--- src/rtl/tdr_pkg.sv ---
package tdr_pkg;

  typedef enum logic [2:0] {
    INS_EXTEST = 3'b000,
    INS_SAMPLE = 3'b001,
    INS_HIGHZ  = 3'b010,
    INS_CLAMP  = 3'b100,
    INS_IDCODE = 3'b110,
    INS_BYPASS = 3'b111
  } tdr_instr_e;

  function automatic logic uses_chain(logic [2:0] code);
    return (code == INS_EXTEST) || (code == INS_SAMPLE);
  endfunction

  function automatic logic drives_from_update(logic [2:0] code);
    return (code == INS_EXTEST) || (code == INS_CLAMP);
  endfunction

endpackage

--- src/rtl/tdr_decode.sv ---
module tdr_decode
  import tdr_pkg::*;
(
  input  logic [2:0] instr,
  output logic       sel_chain,
  output logic       drive_upd,
  output logic       force_hiz
);
  always_comb begin
    sel_chain = uses_chain(instr);
    drive_upd = drives_from_update(instr);
    force_hiz = (instr == INS_HIGHZ);
  end
endmodule

--- src/rtl/tdr_bypass.sv ---
module tdr_bypass (
  input  logic tck,
  input  logic trst_n,
  input  logic tdi,
  input  logic capture,
  input  logic shift,
  output logic q
);
  always_ff @(posedge tck or negedge trst_n) begin
    if (!trst_n)      q <= 1'b0;
    else if (capture) q <= 1'b0;
    else if (shift)   q <= tdi;
  end
endmodule

--- src/rtl/tdr_bsr_chain.sv ---
module tdr_bsr_chain #(
  parameter int LEN = 12
) (
  input  logic           tck,
  input  logic           trst_n,
  input  logic           tdi,
  input  logic           capture,
  input  logic           shift,
  input  logic [LEN-1:0] par_in,
  output logic [LEN-1:0] q
);
  // Shift direction: bit LEN-1 takes tdi, bit 0 feeds the serial output.
  always_ff @(posedge tck or negedge trst_n) begin
    if (!trst_n)      q <= '0;
    else if (capture) q <= par_in;
    else if (shift)   q <= {tdi, q[LEN-1:1]};
  end
endmodule

--- src/rtl/tdr_out_cell.sv ---
module tdr_out_cell #(
  parameter bit PROTECTED = 1'b0
) (
  input  logic tck,
  input  logic trst_n,
  input  logic upd_en,
  input  logic sh_data,
  input  logic sh_oe,
  input  logic core_out,
  input  logic core_oe,
  input  logic drive_upd,
  input  logic force_hiz,
  output logic pad_out,
  output logic pad_oe,
  output logic upd_data,
  output logic upd_oe
);
  generate
    if (PROTECTED) begin : g_guarded
      // No update stage: scan contents can never reach this pin.
      logic unused_guard;
      assign unused_guard = ^{tck, trst_n, upd_en, sh_data, sh_oe,
                              drive_upd, force_hiz};
      assign upd_data = 1'b0;
      assign upd_oe   = 1'b0;
      assign pad_out  = core_out;
      assign pad_oe   = core_oe;
    end else begin : g_normal
      logic ud_q, uo_q;

      always_ff @(posedge tck or negedge trst_n) begin
        if (!trst_n) begin
          ud_q <= 1'b0;
          uo_q <= 1'b0;
        end else if (upd_en) begin
          ud_q <= sh_data;
          uo_q <= sh_oe;
        end
      end

      assign upd_data = ud_q;
      assign upd_oe   = uo_q;

      always_comb begin
        if (drive_upd) begin
          pad_out = ud_q;
          pad_oe  = uo_q;
        end else if (force_hiz) begin
          pad_out = core_out;
          pad_oe  = 1'b0;
        end else begin
          pad_out = core_out;
          pad_oe  = core_oe;
        end
      end
    end
  endgenerate
endmodule

--- src/rtl/tdr_tdo.sv ---
module tdr_tdo (
  input  logic tck,
  input  logic trst_n,
  input  logic shift,
  input  logic ser,
  output logic tdo,
  output logic tdo_oe
);
  always_ff @(negedge tck or negedge trst_n) begin
    if (!trst_n) begin
      tdo    <= 1'b0;
      tdo_oe <= 1'b0;
    end else begin
      tdo_oe <= shift;
      if (shift) tdo <= ser;
    end
  end
endmodule

--- src/rtl/tdr_path.sv ---
module tdr_path #(
  parameter int              N_IN      = 4,
  parameter int              N_OUT     = 4,
  parameter logic [N_OUT-1:0] PROT_MASK = 4'b1000
) (
  input  logic             tck,
  input  logic             trst_n,
  input  logic             tdi,
  input  logic [2:0]       instr,
  input  logic             capture_dr,
  input  logic             shift_dr,
  input  logic             update_dr,
  output logic             tdo,
  output logic             tdo_oe,
  input  logic [N_IN-1:0]  pad_in,
  input  logic [N_OUT-1:0] core_out,
  input  logic [N_OUT-1:0] core_oe,
  output logic [N_OUT-1:0] pad_out,
  output logic [N_OUT-1:0] pad_oe
);
  localparam int L      = N_IN + 2 * N_OUT;
  localparam int DATA_LO = N_IN;
  localparam int OE_LO   = N_IN + N_OUT;

  logic sel_chain, drive_upd, force_hiz;
  logic byp_q;
  logic [L-1:0] chain_q;
  logic [N_OUT-1:0] upd_data, upd_oe;
  logic [2*N_OUT-1:0] upd_q;
  logic ser;

  tdr_decode u_dec (
    .instr     (instr),
    .sel_chain (sel_chain),
    .drive_upd (drive_upd),
    .force_hiz (force_hiz)
  );

  tdr_bypass u_byp (
    .tck     (tck),
    .trst_n  (trst_n),
    .tdi     (tdi),
    .capture (capture_dr & ~sel_chain),
    .shift   (shift_dr & ~sel_chain),
    .q       (byp_q)
  );

  tdr_bsr_chain #(.LEN(L)) u_chain (
    .tck     (tck),
    .trst_n  (trst_n),
    .tdi     (tdi),
    .capture (capture_dr & sel_chain),
    .shift   (shift_dr & sel_chain),
    .par_in  ({pad_oe, pad_out, pad_in}),
    .q       (chain_q)
  );

  for (genvar i = 0; i < N_OUT; i++) begin : g_pin
    tdr_out_cell #(.PROTECTED(PROT_MASK[i])) u_cell (
      .tck       (tck),
      .trst_n    (trst_n),
      .upd_en    (update_dr & sel_chain),
      .sh_data   (chain_q[DATA_LO + i]),
      .sh_oe     (chain_q[OE_LO + i]),
      .core_out  (core_out[i]),
      .core_oe   (core_oe[i]),
      .drive_upd (drive_upd),
      .force_hiz (force_hiz),
      .pad_out   (pad_out[i]),
      .pad_oe    (pad_oe[i]),
      .upd_data  (upd_data[i]),
      .upd_oe    (upd_oe[i])
    );
  end

  assign upd_q = {upd_oe, upd_data};
  assign ser   = sel_chain ? chain_q[0] : byp_q;

  tdr_tdo u_tdo (
    .tck    (tck),
    .trst_n (trst_n),
    .shift  (shift_dr),
    .ser    (ser),
    .tdo    (tdo),
    .tdo_oe (tdo_oe)
  );
endmodule

--- config.mk ---
export PLATFORM = sky130hd
export DESIGN_NAME = tdr_path
export DESIGN_NICKNAME = d
export VERILOG_FILES = /design/src/rtl/tdr_pkg.sv /design/src/rtl/tdr_decode.sv /design/src/rtl/tdr_bypass.sv /design/src/rtl/tdr_bsr_chain.sv /design/src/rtl/tdr_out_cell.sv /design/src/rtl/tdr_tdo.sv /design/src/rtl/tdr_path.sv
export SDC_FILE = /design/constraint.sdc
export NUM_CORES = 1
export LEC_CHECK = 0
export ABC_CLOCK_PERIOD_IN_PS = 1100
export BUFFER_PORTS_ARGS = -buffer_cell sky130_fd_sc_hd__buf_2
export CAP_MARGIN = 20
export CORE_MARGIN = 8
export CORE_UTILIZATION = 46
export CTS_CLUSTER_DIAMETER = 40
export DETAILED_ROUTE_END_ITERATION = 8
export PLACE_DENSITY = 0.75
export SYNTH_ARGS = -nofsm -noshare
export SYNTH_HDL_FRONTEND = slang
export SYNTH_SLANG_ARGS = --single-unit
--- constraint.sdc ---
create_clock -name tck -period 1.1 [get_ports tck]
set_clock_uncertainty 0.2 [all_clocks]
set_input_delay 0.055 -clock tck [delete_from_list [all_inputs] [get_ports tck]]
set_output_delay 0.055 -clock tck [all_outputs]
set_load 0.02 [all_outputs]
==> PnR_summary.wiki <==
{| class="wikitable"
! Metric !! Value
|-
| Outcome || finished, violations left
|-
| Failing checks || negative hold slack, negative setup slack
|-
| Crit path capture type || primary output
|-
| Most used DFF post-synth || sky130_fd_sc_hd__dfrtp_1
|-
| Internal power summed over all cells || 1.83 mW
|-
| Overflow after GRT || 0
|-
| Sequential area share after synthesis || 45.1%
|-
| Layout cell share with drive strength beyond 1 || 51.4%
|-
| Worst slew pin tran || 0.299 ns
|-
| Count of nets after finishing || 201
|-
| Classification of the worst setup path || register to primary output
|-
| Clock latency on the worst-skew pair || 0.30 ns
|-
| Count of TritonRoute iterations in the first routing pass || 4
|-
| Final weighted congestion in routability-driven placement || 0.848
|-
| Global-route usage over all layers || 16.1%
|-
| Count of cell types in the netlist || 33
|-
| Final Hold Violating Endpoints || 10
|-
| Final sum of negative setup slack || -4.75 ns
|-
| Reg2Reg Launch Point || u_chain.q[0]
|-
| Crit path required time || 0.84 ns
|-
| Slew margin rel. || 80.0%
|-
| Power density over the cells || 1410 nW/um^2
|-
| Sum of net half-perimeters after detailed placement || 2440 um
|-
| Crit path DAT || 1.42 ns
|-
| CP Buf/Inv Count || 1
|-
| Routed WL per cell || 17.1 um
|-
| Total Die Area || 4400 sq um
|-
| Final ANT Viol Nets || 0
|-
| LEAKAGE || 0.904 nW
|-
| CP startpoint kind || register
|-
| Number of global-route vias before repair || 1219
|-
| Maximum clock path buffer count || 2
|-
| Final Core Density || 76.1%
|-
| Floorplan Core Area || 2430 sq um
|-
| Biggest area consumer among synthesized cells || sky130_fd_sc_hd__dfrtp_1
|-
| Number of vias after detailed routing || 1151
|-
| Number of clock sinks seen by CTS || 21
|-
| Cell types with the largest area share after synthesis || sky130_fd_sc_hd__dfrtp_1 41%, sky130_fd_sc_hd__mux2_4 7.7%, sky130_fd_sc_hd__buf_4 5.2%, sky130_fd_sc_hd__a22oi_1 4.5%, sky130_fd_sc_hd__dfrtn_1 4.3%
|-
| Number of cells produced by synthesis || 107
|-
| Sequential cell fraction of total power || 42.2%
|-
| CTS Buf Count || 3
|-
| Signed area change from the synthesized netlist to the final layout || 58.7%
|-
| Family with the most delay on the worst path || flip-flops
|-
| Number of ports placed on the die boundary || 31
|-
| Number of antenna violations at the first check in global routing || 0
|-
| Maximum ir drop on the vdd rail || 0.00137 V
|-
| Global-route wire length before repair || 5530 um
|-
| Combinational share of power || 43.2%
|-
| Initial Utilization || 47.9%
|-
| Crit path cell chain || buf_6
|-
| First DRT Iteration DRCs || 56
|-
| Count of warnings emitted by yosys || 0
|-
| Class of the tightest hold or removal check || input port to asynchronous set/reset pin
|-
| Post-Synthesis Net Count || 128
|-
| Filler cells || 158
|-
| R2r setup slk || -0.35 ns
|-
| Final hold slack || -0.0852 ns
|-
| Count of input and output buffers || 30
|-
| H-tree depth reported by CTS || 1
|-
| Unrepaired setup endpoints after global routing || true
|-
| DR DRC count || 0
|-
| Area fraction of the dominant cell type after synthesis || 40.8%
|-
| CTS tree || built
|-
| Site row count || 18
|-
| Stage delay of the slowest cell on the critical path || 0.44 ns
|-
| Critical path peak fanout || 2
|-
| Proportion of register bits with asynchronous set or reset after synthesis || 100%
|-
| Minimum setup slack after placement || -0.378 ns
|-
| Number of flops mapped to enable cells by yosys || 0
|-
| PnR Total Power || 2.62 mW
|-
| Post-synthesis average cell area || 10.9 sq um
|-
| Diode count || 0
|-
| Number of endpoints failing setup at the final stage || 21
|-
| Net switching fraction of the power || 30.1%
|-
| Netlist Area Pre-Place || 1170 sq um
|-
| Clock transition at the registers of the reported paths || 0.12 ns
|-
| Detailed-route wire length || 3570 um
|-
| Maximum number of pins on one net before global-route repair || 14
|-
| Net load switching power || 0.788 mW
|-
| Number of maximum-capacitance violations || 0
|-
| Register bit count reported by yosys || 21
|-
| Fraction of power consumed by the clock network || 14.6%
|-
| Total count of max-transition violations in the final report || 0
|-
| Slowest library cell on the worst path || sky130_fd_sc_hd__dfrtn_1
|-
| Die Height || 66.4 um
|-
| Worst setup margin || -0.572 ns
|-
| Number of hold-repair buffers added at the cts stage || 11
|-
| DR vias/cell || 5.51
|-
| Horizontal die dimension || 66.4 um
|-
| Root buffer cell || sky130_fd_sc_hd__clkbuf_4
|-
| Worst setup startpoint || u_tdo.tdo
|}
synth_stat cells (3+ instances only):
cell type and n:
sky130_fd_sc_hd__nor2_1 3, sky130_fd_sc_hd__o21ai_0 6, sky130_fd_sc_hd__mux2_4 6, sky130_fd_sc_hd__a31oi_1 7, sky130_fd_sc_hd__a221o_1 3, sky130_fd_sc_hd__dfrtp_1 19, sky130_fd_sc_hd__a22o_1 3, sky130_fd_sc_hd__buf_4 8
sky130_fd_sc_hd__a22oi_1 7, sky130_fd_sc_hd__nor2b_1 7, sky130_fd_sc_hd__buf_2 3, sky130_fd_sc_hd__nand2_1 4
repair_timing:
action | 4_1_cts | 5_1_grt
endpoints found under the hold margin | 32 | 9
setup endpoints to repair | 17 | 25
gates resized for setup | 27 | 20
gates cloned | 0 | 0
pin swaps | 1 | 8
buffers inserted | 6 | 9
power by group through the flow:
stage	sequential [mW]	clock, mW	combinational [mW]
2_1_floorplan	1.07	0	0.452
3_3_place_gp	1.08	0	0.716
3_5_place_dp	1.09	0	0.742
4_1_cts	1.08	0.386	0.959
5_1_grt	1.12	0.413	1.21
6_report	1.10	0.381	1.13
metrics by stage:
| step | cells | instance area, sq um | hold WS (ns) |
|---|---|---|---|
| 3_5_place_dp | 183 | 1480 | -0.278 |
| 2_1_floorplan | 107 | 1170 | -0.441 |
| 3_3_place_gp | 183 | 1480 | -0.284 |
| 6_report | 209 | 1850 | -0.0852 |
| 4_1_cts | 204 | 1750 | -0.0816 |
| 5_1_grt | 209 | 1850 | -0.0706 |
metal layers:
| metal | vias to the layer above | track usage [%] | wire length (um) |
|---|---|---|---|
| li1 | 543 | - | - |
| met5 | - | 0 | 0 |
| met4 | 0 | 4.80 | 70 |
| met1 | 553 | 18.5 | 1490 |
| met2 | 45 | 28.1 | 1760 |
| met3 | 10 | 4.75 | 243 |
final cells by class:
cell class              instances  area [sq um]  area share (%)
flip-flops and latches         21           526            28.4
clock buffers                   4          26.3            1.42
inverters                       2          7.51           0.406
well taps                      30          37.5            2.03
repair buffers                 81           654            35.4
multi-input cells              71           599            32.4
sequential cells by signal (all words and copies together), names as in the netlist:
| name | cells |
|---|---|
| g_pin.u_cell.upd_data | 3 |
| u_byp.q | 1 |
| g_pin.u_cell.upd_oe | 3 |
| u_tdo.tdo_oe | 1 |
| u_tdo.tdo | 1 |
| u_chain.q | 12 |
cells in the final DEF, fill, tap and decap left out, types with 2 or more instances in the layout:
| master | instances |
|---|---|
| sky130_fd_sc_hd__a22o_1 | 3 |
| sky130_fd_sc_hd__nor3_1 | 2 |
| sky130_fd_sc_hd__o211a_1 | 2 |
| sky130_fd_sc_hd__buf_4 | 29 |
| sky130_fd_sc_hd__clkbuf_4 | 3 |
| sky130_fd_sc_hd__a31oi_1 | 7 |
| sky130_fd_sc_hd__or2b_1 | 2 |
| sky130_fd_sc_hd__nand2_1 | 4 |
| sky130_fd_sc_hd__a22oi_1 | 5 |
| sky130_fd_sc_hd__buf_6 | 19 |
| sky130_fd_sc_hd__dfrtn_1 | 2 |
| sky130_fd_sc_hd__mux2_4 | 8 |
| sky130_fd_sc_hd__buf_2 | 22 |
| sky130_fd_sc_hd__a221o_1 | 3 |
| sky130_fd_sc_hd__o2bb2ai_1 | 2 |
| sky130_fd_sc_hd__inv_1 | 2 |
| sky130_fd_sc_hd__nor2b_1 | 4 |
| sky130_fd_sc_hd__o21ai_1 | 6 |
| sky130_fd_sc_hd__nor2b_4 | 3 |
| sky130_fd_sc_hd__nor2_1 | 3 |
| sky130_fd_sc_hd__dfrtp_1 | 19 |
| sky130_fd_sc_hd__a21oi_1 | 2 |
| sky130_fd_sc_hd__a22oi_2 | 2 |
| sky130_fd_sc_hd__dlygate4sd3_1 | 10 |
final timing paths:
kind	endpoint	cells past startpoint
worst max-delay path	tdo	1
worst min-delay path	g_pin[2].u_cell.upd_data	2
worst max register to register	u_tdo.tdo	2
worst min register to register	u_chain.q[7]	1
max in group asynchronous	u_tdo.tdo	2
min in group tck	u_chain.q[4]	4
logic make-up after synthesis:
logic type             share of synthesized area [%]
AO/OA/AOI/OAI                                   22.5
buffers and inverters                           8.37
multiplexers                                    11.4
flip-flops                                      45.1
AND/OR/NAND/NOR                                 12.7
(Power assumes the default switching activity.)
